--- src/rtl/memmap_pkg.sv ---
package memmap_pkg;

  // Mode register layout: bit 0 overlay, bit 1 guard, bit 2 bank.
  typedef struct packed {
    logic bank;
    logic guard;
    logic overlay;
  } mode_t;

  localparam int MODE_W = $bits(mode_t);

  localparam mode_t MODE_RESET = '{bank: 1'b0, guard: 1'b0, overlay: 1'b1};

  typedef enum logic [2:0] {
    ZONE_OVERLAY = 3'd0,
    ZONE_GENRAM  = 3'd1,
    ZONE_USER    = 3'd2,
    ZONE_WINDOW  = 3'd3,
    ZONE_MONITOR = 3'd4
  } zone_e;

endpackage

--- src/rtl/memmap_mode_reg.sv ---
module memmap_mode_reg
  import memmap_pkg::*;
#(
  parameter int                DATA_W    = 8,
  parameter int                PORT_W    = 8,
  parameter logic [PORT_W-1:0] CTRL_PORT = 8'hFF
) (
  input  logic              clk,
  input  logic              rst_n,
  input  logic              io_req,
  input  logic              wr_en,
  input  logic [PORT_W-1:0] port,
  input  logic [DATA_W-1:0] wdata,
  output mode_t             mode_q
);

  localparam int SPARE_W = DATA_W - MODE_W;

  logic  load_en;
  mode_t mode_d;
  logic [SPARE_W-1:0] unused_wdata_hi;

  assign unused_wdata_hi = wdata[DATA_W-1:MODE_W];

  // Next-state logic
  always_comb begin
    load_en = io_req & wr_en & (port == CTRL_PORT);
    mode_d  = mode_q;
    if (load_en) begin
      mode_d = mode_t'(wdata[MODE_W-1:0]);
    end
  end

  // State register with explicit enable
  always_ff @(posedge clk or negedge rst_n) begin
    if (!rst_n) begin
      mode_q <= MODE_RESET;
    end else if (load_en) begin
      mode_q <= mode_d;
    end
  end

  // the first edge after release still shows the reset value
  assert_reset_value_R1 : assert property (@(posedge clk) disable iff (!rst_n)
    !$past(rst_n) |-> (mode_q == MODE_RESET));

  // a control-port write is visible one edge later
  assert_port_load_R2 : assert property (@(posedge clk) disable iff (!rst_n)
    (io_req && wr_en && port == CTRL_PORT) |=> (mode_q == $past(wdata[MODE_W-1:0])));

  // any other cycle leaves the register alone
  assert_mode_hold_R3 : assert property (@(posedge clk) disable iff (!rst_n)
    !(io_req && wr_en && port == CTRL_PORT) |=> $stable(mode_q));

endmodule

--- src/rtl/memmap_zone_dec.sv ---
module memmap_zone_dec
  import memmap_pkg::*;
#(
  parameter int ADDR_W     = 16,
  parameter int OVERLAY_AW = 11
) (
  input  logic [ADDR_W-1:OVERLAY_AW] addr_hi,
  output zone_e                      zone
);

  localparam int QTR_LSB = ADDR_W - 2;

  logic [1:0] quarter;
  logic       in_overlay;

  always_comb begin
    quarter    = addr_hi[ADDR_W-1:QTR_LSB];
    in_overlay = (addr_hi[QTR_LSB-1:OVERLAY_AW] == '0);
    unique case (quarter)
      2'b00:   zone = in_overlay ? ZONE_OVERLAY : ZONE_GENRAM;
      2'b01:   zone = ZONE_USER;
      2'b10:   zone = ZONE_WINDOW;
      default: zone = ZONE_MONITOR;
    endcase
  end

endmodule

--- src/rtl/memmap_sel_gen.sv ---
module memmap_sel_gen
  import memmap_pkg::*;
#(
  parameter int ADDR_W = 16
) (
  input  zone_e             zone,
  input  mode_t             mode,
  input  logic              access,
  input  logic              is_wr,
  input  logic [ADDR_W-2:0] addr_lo,
  output logic              rom_cs,
  output logic [ADDR_W-3:0] rom_addr,
  output logic              ram_cs,
  output logic              ram_we,
  output logic [ADDR_W-2:0] ram_addr,
  output logic              exp_cs,
  output logic              exp_we,
  output logic [ADDR_W-2:0] exp_addr
);

  localparam int WIN_AW = ADDR_W - 2;

  logic rom_hit;
  logic ram_hit;
  logic exp_hit;

  always_comb begin
    rom_hit = 1'b0;
    ram_hit = 1'b0;
    exp_hit = 1'b0;
    unique case (zone)
      ZONE_OVERLAY: begin
        if (mode.overlay && !is_wr) rom_hit = 1'b1;
        else                        ram_hit = 1'b1;
      end
      ZONE_GENRAM:  ram_hit = 1'b1;
      ZONE_USER:    ram_hit = !(is_wr && mode.guard);
      ZONE_WINDOW:  exp_hit = 1'b1;
      ZONE_MONITOR: rom_hit = !is_wr;
      default: ;
    endcase
  end

  // The monitor lives at the top quarter, so the overlay zone's offset
  // from 0x0000 equals its ROM offset: one address path serves both.
  always_comb begin
    rom_cs   = access & rom_hit;
    ram_cs   = access & ram_hit;
    exp_cs   = access & exp_hit;
    ram_we   = ram_cs & is_wr;
    exp_we   = exp_cs & is_wr;
    rom_addr = addr_lo[WIN_AW-1:0];
    ram_addr = addr_lo;
    exp_addr = {mode.bank, addr_lo[WIN_AW-1:0]};
  end

endmodule

--- src/rtl/memmap_ctrl.sv ---
module memmap_ctrl
  import memmap_pkg::*;
#(
  parameter int                ADDR_W     = 16,
  parameter int                DATA_W     = 8,
  parameter int                PORT_W     = 8,
  parameter int                OVERLAY_AW = 11,
  parameter logic [PORT_W-1:0] CTRL_PORT  = 8'hFF
) (
  input  logic              clk,
  input  logic              rst_n,
  input  logic [ADDR_W-1:0] cpu_addr,
  input  logic [DATA_W-1:0] cpu_wdata,
  input  logic              mem_req,
  input  logic              io_req,
  input  logic              rd_en,
  input  logic              wr_en,
  output logic              rom_cs,
  output logic [ADDR_W-3:0] rom_addr,
  output logic              ram_cs,
  output logic              ram_we,
  output logic [ADDR_W-2:0] ram_addr,
  output logic              exp_cs,
  output logic              exp_we,
  output logic [ADDR_W-2:0] exp_addr,
  output logic              mode_overlay,
  output logic              mode_guard,
  output logic              mode_bank
);

  mode_t mode_q;
  zone_e zone;
  logic  access;

  assign access = mem_req & ~io_req & (rd_en | wr_en);

  memmap_mode_reg #(
    .DATA_W(DATA_W), .PORT_W(PORT_W), .CTRL_PORT(CTRL_PORT)
  ) mode_i (
    .clk(clk), .rst_n(rst_n), .io_req(io_req), .wr_en(wr_en),
    .port(cpu_addr[PORT_W-1:0]), .wdata(cpu_wdata), .mode_q(mode_q)
  );

  memmap_zone_dec #(
    .ADDR_W(ADDR_W), .OVERLAY_AW(OVERLAY_AW)
  ) zone_i (
    .addr_hi(cpu_addr[ADDR_W-1:OVERLAY_AW]), .zone(zone)
  );

  memmap_sel_gen #(
    .ADDR_W(ADDR_W)
  ) sel_i (
    .zone(zone), .mode(mode_q), .access(access), .is_wr(wr_en),
    .addr_lo(cpu_addr[ADDR_W-2:0]),
    .rom_cs(rom_cs), .rom_addr(rom_addr),
    .ram_cs(ram_cs), .ram_we(ram_we), .ram_addr(ram_addr),
    .exp_cs(exp_cs), .exp_we(exp_we), .exp_addr(exp_addr)
  );

  assign mode_overlay = mode_q.overlay;
  assign mode_guard   = mode_q.guard;
  assign mode_bank    = mode_q.bank;

  // monitor reads map straight through, writes select nothing
  assert_monitor_read_R4 : assert property (@(posedge clk) disable iff (!rst_n)
    (mem_req && !io_req && rd_en && !wr_en && cpu_addr[ADDR_W-1:ADDR_W-2] == 2'b11)
    |-> (rom_cs && rom_addr == cpu_addr[ADDR_W-3:0]));
  assert_monitor_nowrite_R4 : assert property (@(posedge clk) disable iff (!rst_n)
    (wr_en && cpu_addr[ADDR_W-1:ADDR_W-2] == 2'b11) |-> !(rom_cs || ram_cs || exp_cs));

  // overlay reads come from ROM
  assert_overlay_read_R5 : assert property (@(posedge clk) disable iff (!rst_n)
    (mode_overlay && mem_req && !io_req && rd_en && !wr_en &&
     cpu_addr[ADDR_W-1:OVERLAY_AW] == '0) |-> (rom_cs && !ram_cs));

  // overlay-zone writes always land in RAM
  assert_overlay_write_R6 : assert property (@(posedge clk) disable iff (!rst_n)
    (mem_req && !io_req && wr_en && cpu_addr[ADDR_W-1:OVERLAY_AW] == '0)
    |-> (ram_cs && ram_we && !rom_cs));

  // guarded writes never reach RAM
  assert_guard_drop_R8 : assert property (@(posedge clk) disable iff (!rst_n)
    (mode_guard && wr_en && cpu_addr[ADDR_W-1:ADDR_W-2] == 2'b01) |-> !(ram_cs || ram_we));

  // the bank bit drives the expansion address MSB
  assert_bank_msb_R9 : assert property (@(posedge clk) disable iff (!rst_n)
    exp_cs |-> (exp_addr[ADDR_W-2] == mode_bank));

  // selects are exclusive and need a memory cycle
  assert_one_select_R10 : assert property (@(posedge clk) disable iff (!rst_n)
    $onehot0({rom_cs, ram_cs, exp_cs}));
  assert_idle_quiet_R10 : assert property (@(posedge clk) disable iff (!rst_n)
    (!mem_req || io_req || !(rd_en || wr_en)) |-> !(rom_cs || ram_cs || exp_cs));

endmodule

--- config.mk ---
export PLATFORM = sky130hd
export DESIGN_NAME = memmap_ctrl
export DESIGN_NICKNAME = d
export VERILOG_FILES = /design/src/rtl/memmap_pkg.sv /design/src/rtl/memmap_mode_reg.sv /design/src/rtl/memmap_zone_dec.sv /design/src/rtl/memmap_sel_gen.sv /design/src/rtl/memmap_ctrl.sv
export SDC_FILE = /design/constraint.sdc
export NUM_CORES = 1
export LEC_CHECK = 0
export ABC_AREA = 1
export BUFFER_PORTS_ARGS = -buffer_cell sky130_fd_sc_hd__buf_2
export CAP_MARGIN = 30
export CELL_PAD_IN_SITES_DETAIL_PLACEMENT = 1
export CELL_PAD_IN_SITES_GLOBAL_PLACEMENT = 1
export CORE_MARGIN = 3
export CORE_UTILIZATION = 22
export CTS_BUF_LIST = sky130_fd_sc_hd__clkbuf_8
export DETAILED_ROUTE_END_ITERATION = 7
export GPL_TIMING_DRIVEN = 0
export PLACE_DENSITY = 0.84
export SETUP_SLACK_MARGIN = 0.02
export SLEW_MARGIN = 40
export SYNTH_ARGS = -nofsm -noshare
export SYNTH_HDL_FRONTEND = slang
export SYNTH_SLANG_ARGS = --single-unit
--- constraint.sdc ---
create_clock -name clk -period 2.1 [get_ports clk]
set_input_delay 0.21 -clock clk [delete_from_list [all_inputs] [get_ports clk]]
set_output_delay 0.21 -clock clk [all_outputs]
set_load 0.01 [all_outputs]
# After elaboration in Yosys (flattened, before gate mapping)
# Cells that the tools add are included.
dict set report word_totals {
  ff_bits 3
  latch_bits 0
  ramBits 0
  rom_bits 0
  inputBits 30
  output_inout_bits 52
  word_cells 35
  memories 0
}
dict set report classes {
  addsub 0
  mul 0
  n_div 0
  n_lt_le_gt_ge 0
  eq_ne 7
  shifts 0
  n_mux 7
  n_bitwise 11
  reduce_logical 7
}
# operator n
set op_table {}
lappend op_table {{bitwise AND 1 bit} 9}
lappend op_table {{one-hot mux 3 bit (3 select lines)} 1}
lappend op_table {{equality test 8 bit, second input constant} 1}
lappend op_table {{equality test 3 x 2 -> 1 bit, second input constant} 2}
lappend op_table {{logical NOT 3 bit} 2}
lappend op_table {{2-to-1 mux 1 bit} 4}
lappend op_table {{equality test 3 x 1 -> 1 bit, second input constant} 1}
lappend op_table {{equality test 3 bit, second input constant} 1}
lappend op_table {{one-hot mux 1 bit (3 select lines)} 1}
lappend op_table {{equality test 2 x 1 -> 1 bit, second input constant} 1}
lappend op_table {{equality test 2 bit, second input constant} 1}
lappend op_table {{logical AND 1 bit} 2}
lappend op_table {{logical NOT 1 bit} 2}
lappend op_table {{logical NOT 2 bit} 1}
lappend op_table {{one-hot mux 1 bit (2 select lines)} 1}
lappend op_table {{NOT 1 bit} 1}
lappend op_table {{OR 1 bit} 1}

# Longest topological paths before layout
dict set report depth {
  depth_word 7
  depth_mapped 10
  mapped_depth_nobuf 10
}

# By module
# A second synthesis with hierarchy kept.
dict set report unflattened {
  hier_cells 103
  area_unflattened_um2 678.2
}
# mod n_inst cells_each area_each_um2 seq_area_each_um2
set by_module_without_submodules {}
lappend by_module_without_submodules {memmap_sel_gen 1 66 437.9 0.0}
lappend by_module_without_submodules {memmap_mode_reg 1 21 162.7 76.3}
lappend by_module_without_submodules {memmap_zone_dec 1 12 62.6 0.0}
lappend by_module_without_submodules {memmap_ctrl 1 4 15.0 0.0}

# Worst setup path before layout
# OpenSTA, ideal clock, no wires.
dict set report synth_timing {
  path_type {input port to output port}
  start {input port cpu_addr[14]}
  end {output port ram_we}
  t_arrival_ns 1.037
  required_time_ns 1.890
  slack_ns 0.853
  cell_stages 9
  path_buffers 0
  cell_sequence {inv_1 > ha_1 > inv_1 > nand2_1 > nand3_1 > nand2_1 > nand2_1 > nand2_1 > nor2_2}
}
dict set report synth_between {
  elab_chain_len 6
  elab_cells_between_ends 10
  cone_classes {4 x eq/ne; 2 x mux; 2 x bitwise; 2 x reduce/logical}
}
# item line_no
set synth_rtl {}
lappend synth_rtl {{start: declaration} memmap_ctrl.sv:12} ;# input logic [ADDR_W-1:0] cpu_addr,
lappend synth_rtl {{equality test 2 bit (tied with other cells)} memmap_zone_dec.sv:19} ;# unique case (quarter)
lappend synth_rtl {{one-hot mux 3 bit (3 select lines) *} memmap_zone_dec.sv:19}
lappend synth_rtl {{equality test 3 x 2 -> 1 bit (tied with other cells)} memmap_sel_gen.sv:31} ;# unique case (zone)
lappend synth_rtl {{one-hot mux 1 bit (3 select lines) *} memmap_sel_gen.sv:31}
lappend synth_rtl {{bitwise AND 1 bit *} memmap_sel_gen.sv:48} ;# ram_cs = access & ram_hit;
lappend synth_rtl {{bitwise AND 1 bit *} memmap_sel_gen.sv:50} ;# ram_we = ram_cs & is_wr;
lappend synth_rtl {{end: declaration} memmap_ctrl.sv:21} ;# output logic ram_we,
# Mark *: on every way between the ends. The rest lies on a longest branch, timed or not.

# Worst setup path in the final report
# Ends and elaborated chain as after synthesis.

==> impl_metrics.tcl <==
set metrics [dict create \
    p_switching_mw 0.129 \
    status "finished clean" \
    seq_area_frac_synth 0.110 \
    dp_hpwl_um 1990 \
    drive_gt1_frac 0.702 \
    finalHoldViolCount 0 \
    cts.repair.resized 0 \
    grt_use_total 0.106 \
    largestRegisters "mode_i.mode_q x3" \
    cts.htree.levels 1 \
    insertion_delay_ns 0.21 \
    setup_tns_ns 0 \
    grt_pass1_wl_um 3470 \
    first_global_vias 794 \
    regToRegStartpoint "mode_i.mode_q[0]$_DFFE_PN1P_" \
    postRouteAntennaNets 0 \
    io_buffers 73 \
    final_util 0.406 \
    root_buffer "clkbuf_8" \
    worstHoldPathType "primary input to flip-flop" \
    drc_errors 0 \
    cts_tree "built" \
    leakagePower_nw 0.753 \
    dp_worst_setup_slack_ns 0.509 \
    routabilityCongestion 0.762 \
    cts_buffers 3 \
    cp_max_fo 4 \
    pwr-share-clk 0.379 \
    fin_skew_ns 0 \
    holdWs_ns 0.202 \
    r2r_end "mode_i.mode_q[0]$_DFFE_PN1P_" \
    maxSlewViolCount 0 \
    clk_path_buf_depth 2 \
    finalSetupViolCount 0 \
    hold_path_startpoint "cpu_wdata[0]" \
    die_w_um 62.2 \
    largest_register "mode_i.mode_q" \
    largest_reg_flops 3 \
    syn_area_per_cell_um2 6.75 \
    criticalPathCategory "primary input to primary output" \
    tightest_slew_ns 0.212 \
    crit_end "ram_we" \
    clkTransAtPathRegs_ns 0.03 \
    start_util 0.242 \
    finalPower_mw 0.422 \
    wire_per_inst_um 9.62 \
    ys_seq_elements 3 \
    first_pass_iters 2 \
    core_um2 2880 \
    arrival_ns 1.37 \
    min_period_over_period 0.754 \
    syn_nets 137 \
    diodes 0 \
    multi_input_area_um2 236 \
    antenna_found_initial 0 \
    dieArea_um2 3870 \
    ctsHoldBuffers 1 \
    area_growth_syn_to_layout_pct 68.0 \
    pwr-share-seq 0.146 \
    layout.cells.non_filler 223 \
    overflow 0 \
    n_fill_cell 404 \
    max-vdd-ir-drop_mv 0.385 \
    place_area_um2 1110 \
    worstPathRequired_ns 1.89 \
    combPwrFrac 0.476 \
    routed_wl_um 2150 \
    cts_sinks 3 \
    cts_setup_buffers 0 \
    viasPerCell 3.58 \
    p_per_area_nw_per_um2 362 \
    seq_area_um2 76.3 \
    r2r_cells 2 \
    synthesis.area_um2 696 \
    r2r_setup_slack_ns 1.36 \
    slew_headroom 0.858 \
    rsz0062_at_grt "false" \
    grt_max_degree 7 \
    vias 798 \
    end_kind "primary output" \
    fmax_mhz 631 \
    sw_frac_of_total 0.306 \
    fp-row-count 19 \
    internal-power_mw 0.293 \
    post-place-cells 218 \
    period_minus_slack_ns 1.58 \
    io_pins 82 \
    synth_cells 103 \
    startpoint_type "primary input" \
    drt_iter0_drc 9 \
    setup_ws_ns 0.516 \
    ys_types 17 \
    final_nets 216 \
    cap_violations 0 \
    fp.dieH_um 62.2 \
    finish.instance_area_um2 1170 \
    synth_warnings 0 \
    crit_start "cpu_addr[14]" \
]
[power by group through the flow]
| stage | Sequential (mW) | Combinational (mW) | Clock (mW) |
|---|---|---|---|
| finish | 0.0616 | 0.201 | 0.160 |
| global route | 0.0619 | 0.220 | 0.173 |
| CTS | 0.0617 | 0.205 | 0.163 |
| detailed placement | 0.0622 | 0.203 | 0 |
| global placement | 0.0622 | 0.198 | 0 |
| floorplan | 0.0628 | 0.117 | 0 |
[routing by layer]
metal,up-vias,track usage,share of wire
met2,35,0.210,0.54
met3,0,0.0324,0.082
met4,0,0.00829,0
li1,422,-,-
met5,-,0,0
met1,341,0.113,0.37
[critical path: stages]
cell,delay (ns)
buf_2,0.11
inv_1,0.08
ha_1,0.33
inv_1,0.10
nand2_1,0.07
nand3_1,0.07
nand2_1,0.05
nand2_1,0.06
nand2_1,0.08
nor2_2,0.08
buf_2,0.13
[worst min path at each step]
stage | endpoint | slack (ns) | cells after the start
global placement | mode_i.mode_q[2]$_DFFE_PN0P_ | 0.006 | 1
global route | mode_i.mode_q[0]$_DFFE_PN1P_ | 0.22 | 3
floorplan | mode_i.mode_q[1]$_DFFE_PN0P_ | -0.09 | 0
finish | mode_i.mode_q[0]$_DFFE_PN1P_ | 0.20 | 3
CTS | mode_i.mode_q[0]$_DFFE_PN1P_ | 0.20 | 3
detailed placement | mode_i.mode_q[1]$_DFFE_PN0P_ | 0.008 | 1
[layout by cell type, fill, tap and decap left out, types with 2 or more instances in the layout]
cell type	netlist	routed
o21ai_1	3	3
buf_4	44	44
dfrtp_1	2	2
clkbuf_8	0	3
ha_1	4	4
nand2_1	20	20
nor2_1	5	5
nor2_2	2	2
inv_1	14	15
buf_2	0	73
[synth_stat cells (all sizes together)]
cell type	count	share of area
inv	14	0.076
nand3	1	0.0072
nand2	21	0.12
a21oi	2	0.020
o21ai	3	0.022
dfrtp	2	0.072
buf	44	0.47
nor2	7	0.045
nor3	2	0.031
ha	4	0.072
nand4	2	0.027
dfstp	1	0.038
[cell type report]
class                           instances  share of cell area
Clock inverter                          1             0.00321
Clock buffer                            3              0.0353
Timing Repair Buffer                   74               0.321
Multi-Input combinational cell         42               0.202
Buffer                                 44               0.283
Tap cell                               42              0.0450
Inverter                               14              0.0450
Sequential cell                         3              0.0653
[kinds of logic (layout without fill, tap and decap cells)]
| group | after synthesis | after routing | share of synthesized area |
|---|---|---|---|
| adder cells (fa/ha/maj) | 4 | 4 | 0.0719 |
| buffers and inverters | 58 | 136 | 0.550 |
| flip-flops | 3 | 3 | 0.110 |
| AND/OR/NAND/NOR | 33 | 33 | 0.227 |
| AO/OA/AOI/OAI | 5 | 5 | 0.0414 |
(Power assumes the default switching activity.)
